`src/rtl/atomic_gate_pkg.sv`:
```
package atomic_gate_pkg;
  localparam int ATTR_W     = 3;
  localparam int FIELD_W    = 2;
  localparam int NUM_FIELDS = 3;
  localparam int POLICY_W   = FIELD_W * NUM_FIELDS;

  localparam logic [ATTR_W-1:0] ATTR_UNCACHED = 3'd0;
  localparam logic [ATTR_W-1:0] ATTR_WTHRU    = 3'd1;
  localparam logic [ATTR_W-1:0] ATTR_WBACK    = 3'd2;
  localparam logic [ATTR_W-1:0] ATTR_ISOLATE  = 3'd3;
endpackage

```
`src/rtl/ag_attr_sel.sv`:
```
module ag_attr_sel
  import atomic_gate_pkg::*;
(
  input  logic [ATTR_W-1:0]   attr_i,
  input  logic                dcache_en_i,
  input  logic [POLICY_W-1:0] policy_i,
  output logic [FIELD_W-1:0]  field_o,
  output logic                policed_o,
  output logic                isolate_o
);
  logic [ATTR_W-1:0]  eff_attr;
  logic [FIELD_W-1:0] fields [NUM_FIELDS];
  logic [NUM_FIELDS-1:0] hit;

  // without a data cache every page behaves as uncached
  assign eff_attr = dcache_en_i ? attr_i : ATTR_UNCACHED;

  for (genvar g = 0; g < NUM_FIELDS; g++) begin : g_field
    assign fields[g] = policy_i[g*FIELD_W +: FIELD_W];
    assign hit[g]    = (eff_attr == ATTR_W'(g));
  end

  always_comb begin
    field_o = '0;
    for (int k = 0; k < NUM_FIELDS; k++) begin
      if (hit[k]) field_o = fields[k];
    end
  end

  assign policed_o = |hit;
  assign isolate_o = (eff_attr == ATTR_ISOLATE);
endmodule

```
`src/rtl/ag_perm_chk.sv`:
```
module ag_perm_chk (
  input  logic excl_i,
  input  logic rd_i,
  input  logic wr_i,
  output logic deny_o
);
  // conditional store needs both read and write; exclusive relies on translation
  assign deny_o = !excl_i && !(rd_i && wr_i);
endmodule

```
`src/rtl/ag_cause_pick.sv`:
```
module ag_cause_pick
  import atomic_gate_pkg::*;
#(
  parameter int CAUSE_W                    = 6,
  parameter logic [CAUSE_W-1:0] C_STORE_NP = 6'd29,
  parameter logic [CAUSE_W-1:0] C_LS_ERR   = 6'd3,
  parameter logic [CAUSE_W-1:0] C_EXCL_ERR = 6'd42
) (
  input  logic [CAUSE_W-1:0] xlat_i,
  input  logic               deny_i,
  input  logic               excl_i,
  input  logic [FIELD_W-1:0] field_i,
  input  logic               policed_i,
  input  logic               isolate_i,
  output logic               fault_o,
  output logic [CAUSE_W-1:0] cause_o
);
  always_comb begin
    fault_o = 1'b1;
    cause_o = '0;
    if (xlat_i != '0) begin
      cause_o = xlat_i;
    end else if (deny_i) begin
      cause_o = C_STORE_NP;
    end else if (isolate_i) begin
      cause_o = C_LS_ERR;
    end else if (policed_i && field_i == '0) begin
      cause_o = excl_i ? C_EXCL_ERR : C_LS_ERR;
    end else begin
      fault_o = 1'b0;
    end
  end
endmodule

```
`src/rtl/atomic_gate.sv`:
```
module atomic_gate
  import atomic_gate_pkg::*;
#(
  parameter int CAUSE_W                    = 6,
  parameter logic [CAUSE_W-1:0] C_STORE_NP = 6'd29,
  parameter logic [CAUSE_W-1:0] C_LS_ERR   = 6'd3,
  parameter logic [CAUSE_W-1:0] C_EXCL_ERR = 6'd42
) (
  input  logic                clk_i,
  input  logic                rst_ni,
  input  logic                req_i,
  input  logic                excl_i,
  input  logic                perm_rd_i,
  input  logic                perm_wr_i,
  input  logic [ATTR_W-1:0]   attr_i,
  input  logic                dcache_en_i,
  input  logic [POLICY_W-1:0] policy_i,
  input  logic [CAUSE_W-1:0]  xlat_cause_i,
  output logic                fault_o,
  output logic [CAUSE_W-1:0]  cause_o
);
  logic [FIELD_W-1:0] field;
  logic               policed, isolate, deny;
  logic               fault_d;
  logic [CAUSE_W-1:0] cause_d;

  ag_attr_sel u_sel (
    .attr_i      (attr_i),
    .dcache_en_i (dcache_en_i),
    .policy_i    (policy_i),
    .field_o     (field),
    .policed_o   (policed),
    .isolate_o   (isolate)
  );

  ag_perm_chk u_perm (
    .excl_i (excl_i),
    .rd_i   (perm_rd_i),
    .wr_i   (perm_wr_i),
    .deny_o (deny)
  );

  ag_cause_pick #(
    .CAUSE_W    (CAUSE_W),
    .C_STORE_NP (C_STORE_NP),
    .C_LS_ERR   (C_LS_ERR),
    .C_EXCL_ERR (C_EXCL_ERR)
  ) u_pick (
    .xlat_i    (xlat_cause_i),
    .deny_i    (deny),
    .excl_i    (excl_i),
    .field_i   (field),
    .policed_i (policed),
    .isolate_i (isolate),
    .fault_o   (fault_d),
    .cause_o   (cause_d)
  );

  always_ff @(posedge clk_i or negedge rst_ni) begin
    if (!rst_ni) begin
      fault_o <= 1'b0;
      cause_o <= '0;
    end else if (req_i) begin
      fault_o <= fault_d;
      cause_o <= cause_d;
    end
  end
endmodule

```
`config.mk`:
```
export PLATFORM = sky130hd
export DESIGN_NAME = atomic_gate
export DESIGN_NICKNAME = d
export VERILOG_FILES = /design/src/rtl/atomic_gate_pkg.sv /design/src/rtl/ag_attr_sel.sv /design/src/rtl/ag_perm_chk.sv /design/src/rtl/ag_cause_pick.sv /design/src/rtl/atomic_gate.sv
export SDC_FILE = /design/constraint.sdc
export NUM_CORES = 1
export LEC_CHECK = 0
export BUFFER_PORTS_ARGS = -buffer_cell sky130_fd_sc_hd__buf_2
export CAP_MARGIN = 15
export CORE_AREA = 2 2 39 41
export CTS_CLUSTER_DIAMETER = 200
export DETAILED_ROUTE_END_ITERATION = 16
export DIE_AREA = 0 0 41 43
export GPL_ROUTABILITY_DRIVEN = 0
export HOLD_SLACK_MARGIN = 0.1
export SYNTH_ARGS = -nofsm -noshare
export SYNTH_HDL_FRONTEND = slang
export SYNTH_SLANG_ARGS = --single-unit
```
`constraint.sdc`:
```
create_clock -name clk_i -period 0.8 [get_ports clk_i]
set_input_delay 0.12 -clock clk_i [delete_from_list [all_inputs] [get_ports clk_i]]
set_output_delay 0.12 -clock clk_i [all_outputs]
set_load 0.01 [all_outputs]
```
==> results of run 1 <==
==> state kept, by name, indices dropped and copies added, names as in the netlist <==
signal,count
fault_o,1
cause_o,6
==> worst max-delay path by stage <==
stage	start	endpoint	slack [ns]
2_1_floorplan	xlat_cause_i[2]	cause_o[1]	-0.69
3_5_place_dp	xlat_cause_i[2]	fault_o	-0.87
4_1_cts	xlat_cause_i[2]	fault_o	-0.51
3_3_place_gp	xlat_cause_i[2]	cause_o[1]	-0.83
6_report	xlat_cause_i[2]	cause_o[5]	-0.48
5_1_grt	xlat_cause_i[2]	cause_o[1]	-0.51
==> what timing repair did <==
| item | CTS | global route |
|---|---|---|
| endpoints found under the setup margin | 14 | 14 |
| pin swaps | 2 | 4 |
| hold buffers | 2 | 0 |
| hold endpoints to repair | 8 | 0 |
| gates resized for setup | 3 | 3 |
| setup buffers | 2 | 1 |
==> routing by layer <==
| layer | up-vias | track usage [%] | part of all wire, % |
|---|---|---|---|
| li1 | 271 | - | - |
| met5 | - | 0 | 0 |
| met3 | 2 | 5.24 | 3.2 |
| met4 | 0 | 6.00 | 0.97 |
| met2 | 17 | 30.0 | 53 |
| met1 | 268 | 22.3 | 43 |
==> power groups by stage <==
stage               Clock, W  Sequential (W)  Combinational (W)
global placement           0        0.000406           0.000257
floorplan                  0        0.000422          0.0000825
detailed placement         0        0.000407           0.000264
global route        0.000362        0.000403           0.000330
CTS                 0.000340        0.000399           0.000291
finish              0.000327        0.000399           0.000303
==> kinds of logic after synthesis <==
group / after synthesis
buffers and inverters: 3
AO/OA/AOI/OAI: 16
multiplexers: 2
flip-flops: 7
AND/OR/NAND/NOR: 15
==> Yosys cell counts (2+ instances only) <==
master   number
a21oi_1       2
o31ai_1       4
dfrtp_1       7
or3_1         2
nor3b_1       2
nor2_1        2
nor3_1        2
nand2_1       3
mux2i_1       2
==> through the flow <==
stage | setup slack (ns) | instance area [µm²] | power, W
floorplan | -0.693 | 427 | 0.000504
global placement | -0.833 | 683 | 0.000663
detailed placement | -0.872 | 683 | 0.000670
CTS | -0.513 | 763 | 0.00103
global route | -0.513 | 790 | 0.00109
finish | -0.485 | 790 | 0.00103
==> critical path, cell delays in order <==
cell and delay (ns):
buf_6 0.09, or4_4 0.52, or3_4 0.39, buf_4 0.16, o31ai_4 0.16
==> final cells by class <==
type	instances	area share [%]
clock buffers	4	3.33
well taps	16	2.54
multi-input cells	33	34.2
flip-flops and latches	7	22.2
repair buffers	47	37.2
inverters	1	0.475
==> results by group, run 1 <==
Setup path
  – R2R Setup Slk: -0.03 ns
  – Worst Path Arrival: 1.45 ns
  – CP endpoint kind: flop
  – Worst reg2reg startpoint: cause_o[1]
  – R2R depth: 3
  – Critical path class: input pin to flop
  – Worst-path maximum fanout: 6
  – Startpoint Class: input pin
  – Worst r2r dst: cause_o[1]
  – Worst Path Required: 0.96 ns

Power
  – Worst VDD drop: 0.793 mV
  – Combinational fraction of design power: 29.4%
  – Clock power frac: 31.8%
  – Power per cell area: 1300 nW/µm²
  – Net Switching: 0.000286 W
  – Leakage: 0.376 nW
  – Net Sw Frac: 27.8%
  – Reg power frac: 38.8%
  – P_int: 0.000743 W

Route
  – Drt total wl: 1440 µm
  – Antenna-violating nets left: 0
  – Vias: 558
  – Wire per inst: 13.4 µm
  – Remaining routing DRC violations: 0
  – Vias per cell: 5.17
  – TritonRoute pass-1 iters: 4
  – DR iter-0 viols: 16

Final layout
  – NumNets Final: 115
  – Fin cells: 108
  – Commonest non-fill, non-tap cell in the layout: buf_2
  – Seq. cell area: 175 µm²
  – Commonest non-fill, non-tap cells in the layout: buf_2 (27), buf_4 (17), dfrtp_1 (7)
  – Syn-to-layout area delta: 88.9%
  – Diodes inserted: 0
  – Final core area utilization: 57.1%
  – Layout cells sized above 1: 59.8%
  – Area of the multi-input gates: 270 µm²
  – Fillers: 133

Synthesis
  – Seq/Total Area, Yosys: 41.9%
  – EDFF count, synth: 0
  – Largest family of logic cells by synthesized area: compound AO/OA/AOI/OAI gates
  – Synth Area in Simple Gates: 21.6%
  – Xor and xnor area share after synthesis: 0%
  – Top-area cell type share of the netlist area: 41.9%
  – Post-synthesis compound-gate area fraction: 28.7%
  – Ys flop type: dfrtp_1
  – Post-synthesis mux area share: 4.79%
  – Cell area after synthesis: 418 µm²
  – Adder-cell area share of the yosys netlist: 0%
  – Mapped Cells: 43
  – Post-synthesis async set-or-reset flop share: 100%
  – YS warnings: 0
  – Unique masters post-synth: 26
  – Syn nets: 65
  – Leading area contributor after synthesis: dfrtp_1
  – Mapped Avg Cell Area: 9.72 µm²
  – Number of synthesized register bits: 7
  – Largest cells by area after synthesis: dfrtp_1 (42%), o31ai_1 (7.2%), mux2i_1 (4.8%)

Clock tree
  – Clk_lat worst skew: 0.25 ns
  – Root buf cell: clkbuf_4
  – CTS Buf Count: 3
  – H-tree levels: 1
  – Clock-pin slew on the worst setup and hold paths: 0.05 ns
  – CTS sink count: 7
  – Longest Clk Path Bufs: 2
  – CTS tree: done

Hold path
  – Worst Hold Path EP: cause_o[5]
  – Hold Crit Class: input pin to flop
  – Hold Path Cell Cnt: 3
  – Hold_sp: xlat_cause_i[5]

GRT
  – First-pass GRT wire length: 2190 µm
  – Pin count of the biggest net entering global routing: 8
  – Vias in the first global route: 543
  – Initial antenna violation count: 0
  – Grt ovf: 0
  – Gr usage total: 18.5%

Floorplan
  – Die H: 43 µm
  – Starting Density: 30.2%
  – Die Area: 1760 µm²
  – Rows: 14
  – Horiz. Die Dim: 41 µm
  – Io pins: 29
  – Core area: 1380 µm²

Place
  – Post-DP HPWL: 1080 µm
  – Port Buffer Count: 28
  – Dpl cells: 99

Timing
  – Final setup margin: -0.485 ns
  – Hold slack: 0.167 ns
  – Fmax: 0.778 GHz
  – Final Max Slew Viols: 0
  – Worst-margin pin slew: 0.408 ns
  – Setup Skew: 0 ns
  – Clock period minus final worst setup slack: 1.28 ns
  – Final period util: 161%
  – Unrepaired setup endpoints after global routing: yes
  – Final hold vios: 0
  – Final setup viols: 14
  – Fin Setup TNS: -3.58 ns
  – Worst slew margin: 72.6%

Status
  – Failing checks: negative setup slack
  – Outcome: complete, but fails checks

Flow run
  – Max-cap viol count: 0
(Power assumes the default switching activity.)
==> inputs of run 2 (changes only) <==
- CORE_AREA: 2 2 39 41 -> 5 5 42 44
- DIE_AREA: 0 0 41 43 -> 0 0 47 49
- SKIP_LAST_GASP: unset -> 1
==> run 2 against run 1 <==
Against the previous run: the flow still finishes with violations (negative setup slack); cell count grew 3.7%; wire length grew 1.7%; utilization grew 0.72 points; first-iteration DRC count shrank 69%; worst hold slack gained 0.0072 ns; sequential cell count is the same; sequential share of layout area shrank 0.55 points; design area grew 2.5%; largest cell class unchanged.
==> results by group, run 2 (same netlist as run 1, synthesis figures left out) <==
Setup path
  – R2R Setup Slk: -0.09 ns (was -0.03 ns)
  – Max incr delay on CP: 0.52 ns (about the same)
  – Worst reg2reg startpoint: cause_o[1] (unchanged)
  – Worst-path maximum fanout: 6 (unchanged)
  – CP bufs+invs: 1 (was 2)
  – Worst Path Required: 0.97 ns (was 0.96 ns)
  – Family with the most delay on the worst path: simple AND/OR/NAND/NOR gates (unchanged)
  – Crit-path slowest cell: or4_4 (unchanged)
  – Worst Path Arrival: 1.49 ns (was 1.45 ns)
  – Critical-path cell list: buf_6 -> or4_4 -> or3_4 -> o31a_1 -> o31ai_1 (was buf_6 -> or4_4 -> or3_4 -> buf_4 -> o31ai_4)
  – Critical path class: input pin to flop (unchanged)
  – CP endpoint kind: flop (unchanged)
  – R2R depth: 3 (unchanged)
  – Worst r2r dst: cause_o[1] (unchanged)
  – Startpoint Class: input pin (unchanged)

Clock tree
  – Clock-pin slew on the worst setup and hold paths: 0.06 ns (was 0.05 ns)
  – CTS tree: done (unchanged)
  – H-tree levels: 1 (unchanged)
  – Root buf cell: clkbuf_4 (unchanged)
  – Clk_lat worst skew: 0.26 ns (was 0.25 ns)
  – CTS sink count: 7 (unchanged)
  – CTS Buf Count: 3 (unchanged)
  – Longest Clk Path Bufs: 2 (unchanged)

Route
  – Drt total wl: 1470 µm (was 1440 µm)
  – Antenna-violating nets left: 0 (unchanged)
  – DR iter-0 viols: 5 (was 16)
  – Remaining routing DRC violations: 0 (unchanged)
  – Vias: 573 (was 558)
  – Vias per cell: 5.12 (was 5.17)
  – TritonRoute pass-1 iters: 4 (unchanged)
  – Wire per inst: 13.1 µm (was 13.4 µm)

Power
  – Clock power frac: 31.8% (about the same)
  – Power per cell area: 1310 nW/µm² (was 1300 nW/µm²)
  – Leakage: 0.395 nW (was 0.376 nW)
  – Worst VDD drop: 0.699 mV (was 0.793 mV)
  – Net Sw Frac: 27.6% (was 27.8%)
  – Net Switching: 0.000294 W (was 0.000286 W)
  – P_int: 0.000770 W (was 0.000743 W)
  – Combinational fraction of design power: 30.6% (was 29.4%)
  – Reg power frac: 37.6% (was 38.8%)
  – Final Power: 0.00106 W (was 0.00103 W)

GRT
  – Grt ovf: 0 (unchanged)
  – Gr usage total: 14.5% (was 18.5%)
  – Initial antenna violation count: 0 (unchanged)
  – Pin count of the biggest net entering global routing: 8 (unchanged)
  – First-pass GRT wire length: 2430 µm (was 2190 µm)
  – Vias in the first global route: 556 (was 543)

Timing
  – Unrepaired setup endpoints after global routing: yes (unchanged)
  – Final Max Slew Viols: 0 (unchanged)
  – Worst-margin pin slew: 0.518 ns (was 0.408 ns)
  – Final period util: 165% (was 161%)
  – Final setup viols: 14 (unchanged)
  – Fmax: 0.757 GHz (was 0.778 GHz)
  – Setup Skew: 0 ns (unchanged)
  – Clock period minus final worst setup slack: 1.32 ns (was 1.28 ns)
  – Worst slew margin: 65.2% (was 72.6%)
  – Hold slack: 0.174 ns (was 0.167 ns)
  – Final hold vios: 0 (unchanged)
  – Final setup margin: -0.522 ns (was -0.485 ns)

Final layout
  – Commonest non-fill, non-tap cell in the layout: buf_2 (unchanged)
  – Seq. cell area: 175 µm² (unchanged)
  – Syn-to-layout area delta: 93.7% (was 88.9%)
  – Diodes inserted: 0 (unchanged)
  – Final core area utilization: 57.8% (was 57.1%)
  – Area of the multi-input gates: 244 µm² (was 270 µm²)
  – Top flop regs: cause_o: 6 flops, fault_o: 1 flops (unchanged)
  – Fillers: 130 (was 133)
  – Layout cells sized above 1: 58.3% (was 59.8%)
  – Commonest non-fill, non-tap cells in the layout: buf_2 (25), buf_4 (20), dfrtp_1 (7) (was buf_2 (27), buf_4 (17), dfrtp_1 (7))
  – NumNets Final: 119 (was 115)
  – Top reg by flops: cause_o (unchanged)
  – Largest register FFs: 6 (unchanged)

Hold path
  – Worst Hold Path EP: cause_o[3] (was cause_o[5])
  – Hold_sp: xlat_cause_i[3] (was xlat_cause_i[5])
  – Hold Crit Class: input pin to flop (unchanged)
  – Hold Path Cell Cnt: 4 (was 3)

Floorplan
  – Starting Density: 29.8% (was 30.2%)
  – Rows: 14 (unchanged)
  – Core area: 1400 µm² (was 1380 µm²)
  – Io pins: 29 (unchanged)
  – Die H: 49 µm (was 43 µm)
  – Die Area: 2300 µm² (was 1760 µm²)
  – Horiz. Die Dim: 47 µm (was 41 µm)

Place
  – Port Buffer Count: 28 (unchanged)
  – Pre-CTS setup slack: -0.860 ns (was -0.872 ns)
  – Post-DP HPWL: 1120 µm (was 1080 µm)

Status
  – Outcome: complete, but fails checks (unchanged)
  – Failing checks: negative setup slack (unchanged)

Flow run
  – Max-cap viol count: 0 (unchanged)
==> run 2: routing by layer <==
layer	GRT usage, %	part of all wire, %
met3	5.54	7.2
met1	19.8	41
met2	20.1	50
met5	0	0
met4	5.53	1.5
==> run 2: power by group through the flow <==
| stage | registers (W) | logic [W] | clock network [W] |
|---|---|---|---|
| 2_1_floorplan | 0.000422 | 0.0000825 | 0 |
| 3_3_place_gp | 0.000407 | 0.000272 | 0 |
| 3_5_place_dp | 0.000407 | 0.000277 | 0 |
| 4_1_cts | 0.000400 | 0.000326 | 0.000348 |
| 5_1_grt | 0.000405 | 0.000358 | 0.000360 |
| 6_report | 0.000400 | 0.000326 | 0.000338 |
==> run 2: what timing repair did <==
item                                    4_1_cts  5_1_grt
endpoints found under the hold margin         8        0
hold buffers                                  2        0
endpoints found under the setup margin       14       14
buffers inserted                              3        1
gates resized for setup                       5        0
==> run 2: worst min-delay path, stage by stage <==
cell and delay [ns]:
buf_6 0.07, buf_4 0.09, o22ai_1 0.05, o31ai_1 0.06
==> run 2: worst max-delay path by stage <==
stage	from	to	slack, ns	depth (start not counted)
final	xlat_cause_i[2]	cause_o[1]	-0.52	5
after global placement	xlat_cause_i[2]	cause_o[1]	-0.83	5
after floorplan	xlat_cause_i[2]	cause_o[1]	-0.69	5
after detailed placement	xlat_cause_i[2]	fault_o	-0.86	5
after global routing	xlat_cause_i[2]	fault_o	-0.54	5
after CTS	xlat_cause_i[2]	fault_o	-0.49	5
==> run 2: per-stage QoR <==
step | TNS, ns | instances | cell area, µm²
detailed placement | -5.45 | 102 | 706
floorplan | -4.35 | 43 | 427
finish | -3.87 | 112 | 810
global placement | -5.23 | 102 | 706
CTS | -3.95 | 111 | 802
global route | -4.45 | 112 | 810
==> run 2: layout make-up <==
| type | count | area share (%) |
|---|---|---|
| clock buffer | 4 | 3.25 |
| inverter | 1 | 0.464 |
| multi-input combinational | 33 | 30.1 |
| sequential | 7 | 21.6 |
| tap | 16 | 2.47 |
| timing repair buffer | 51 | 42.0 |
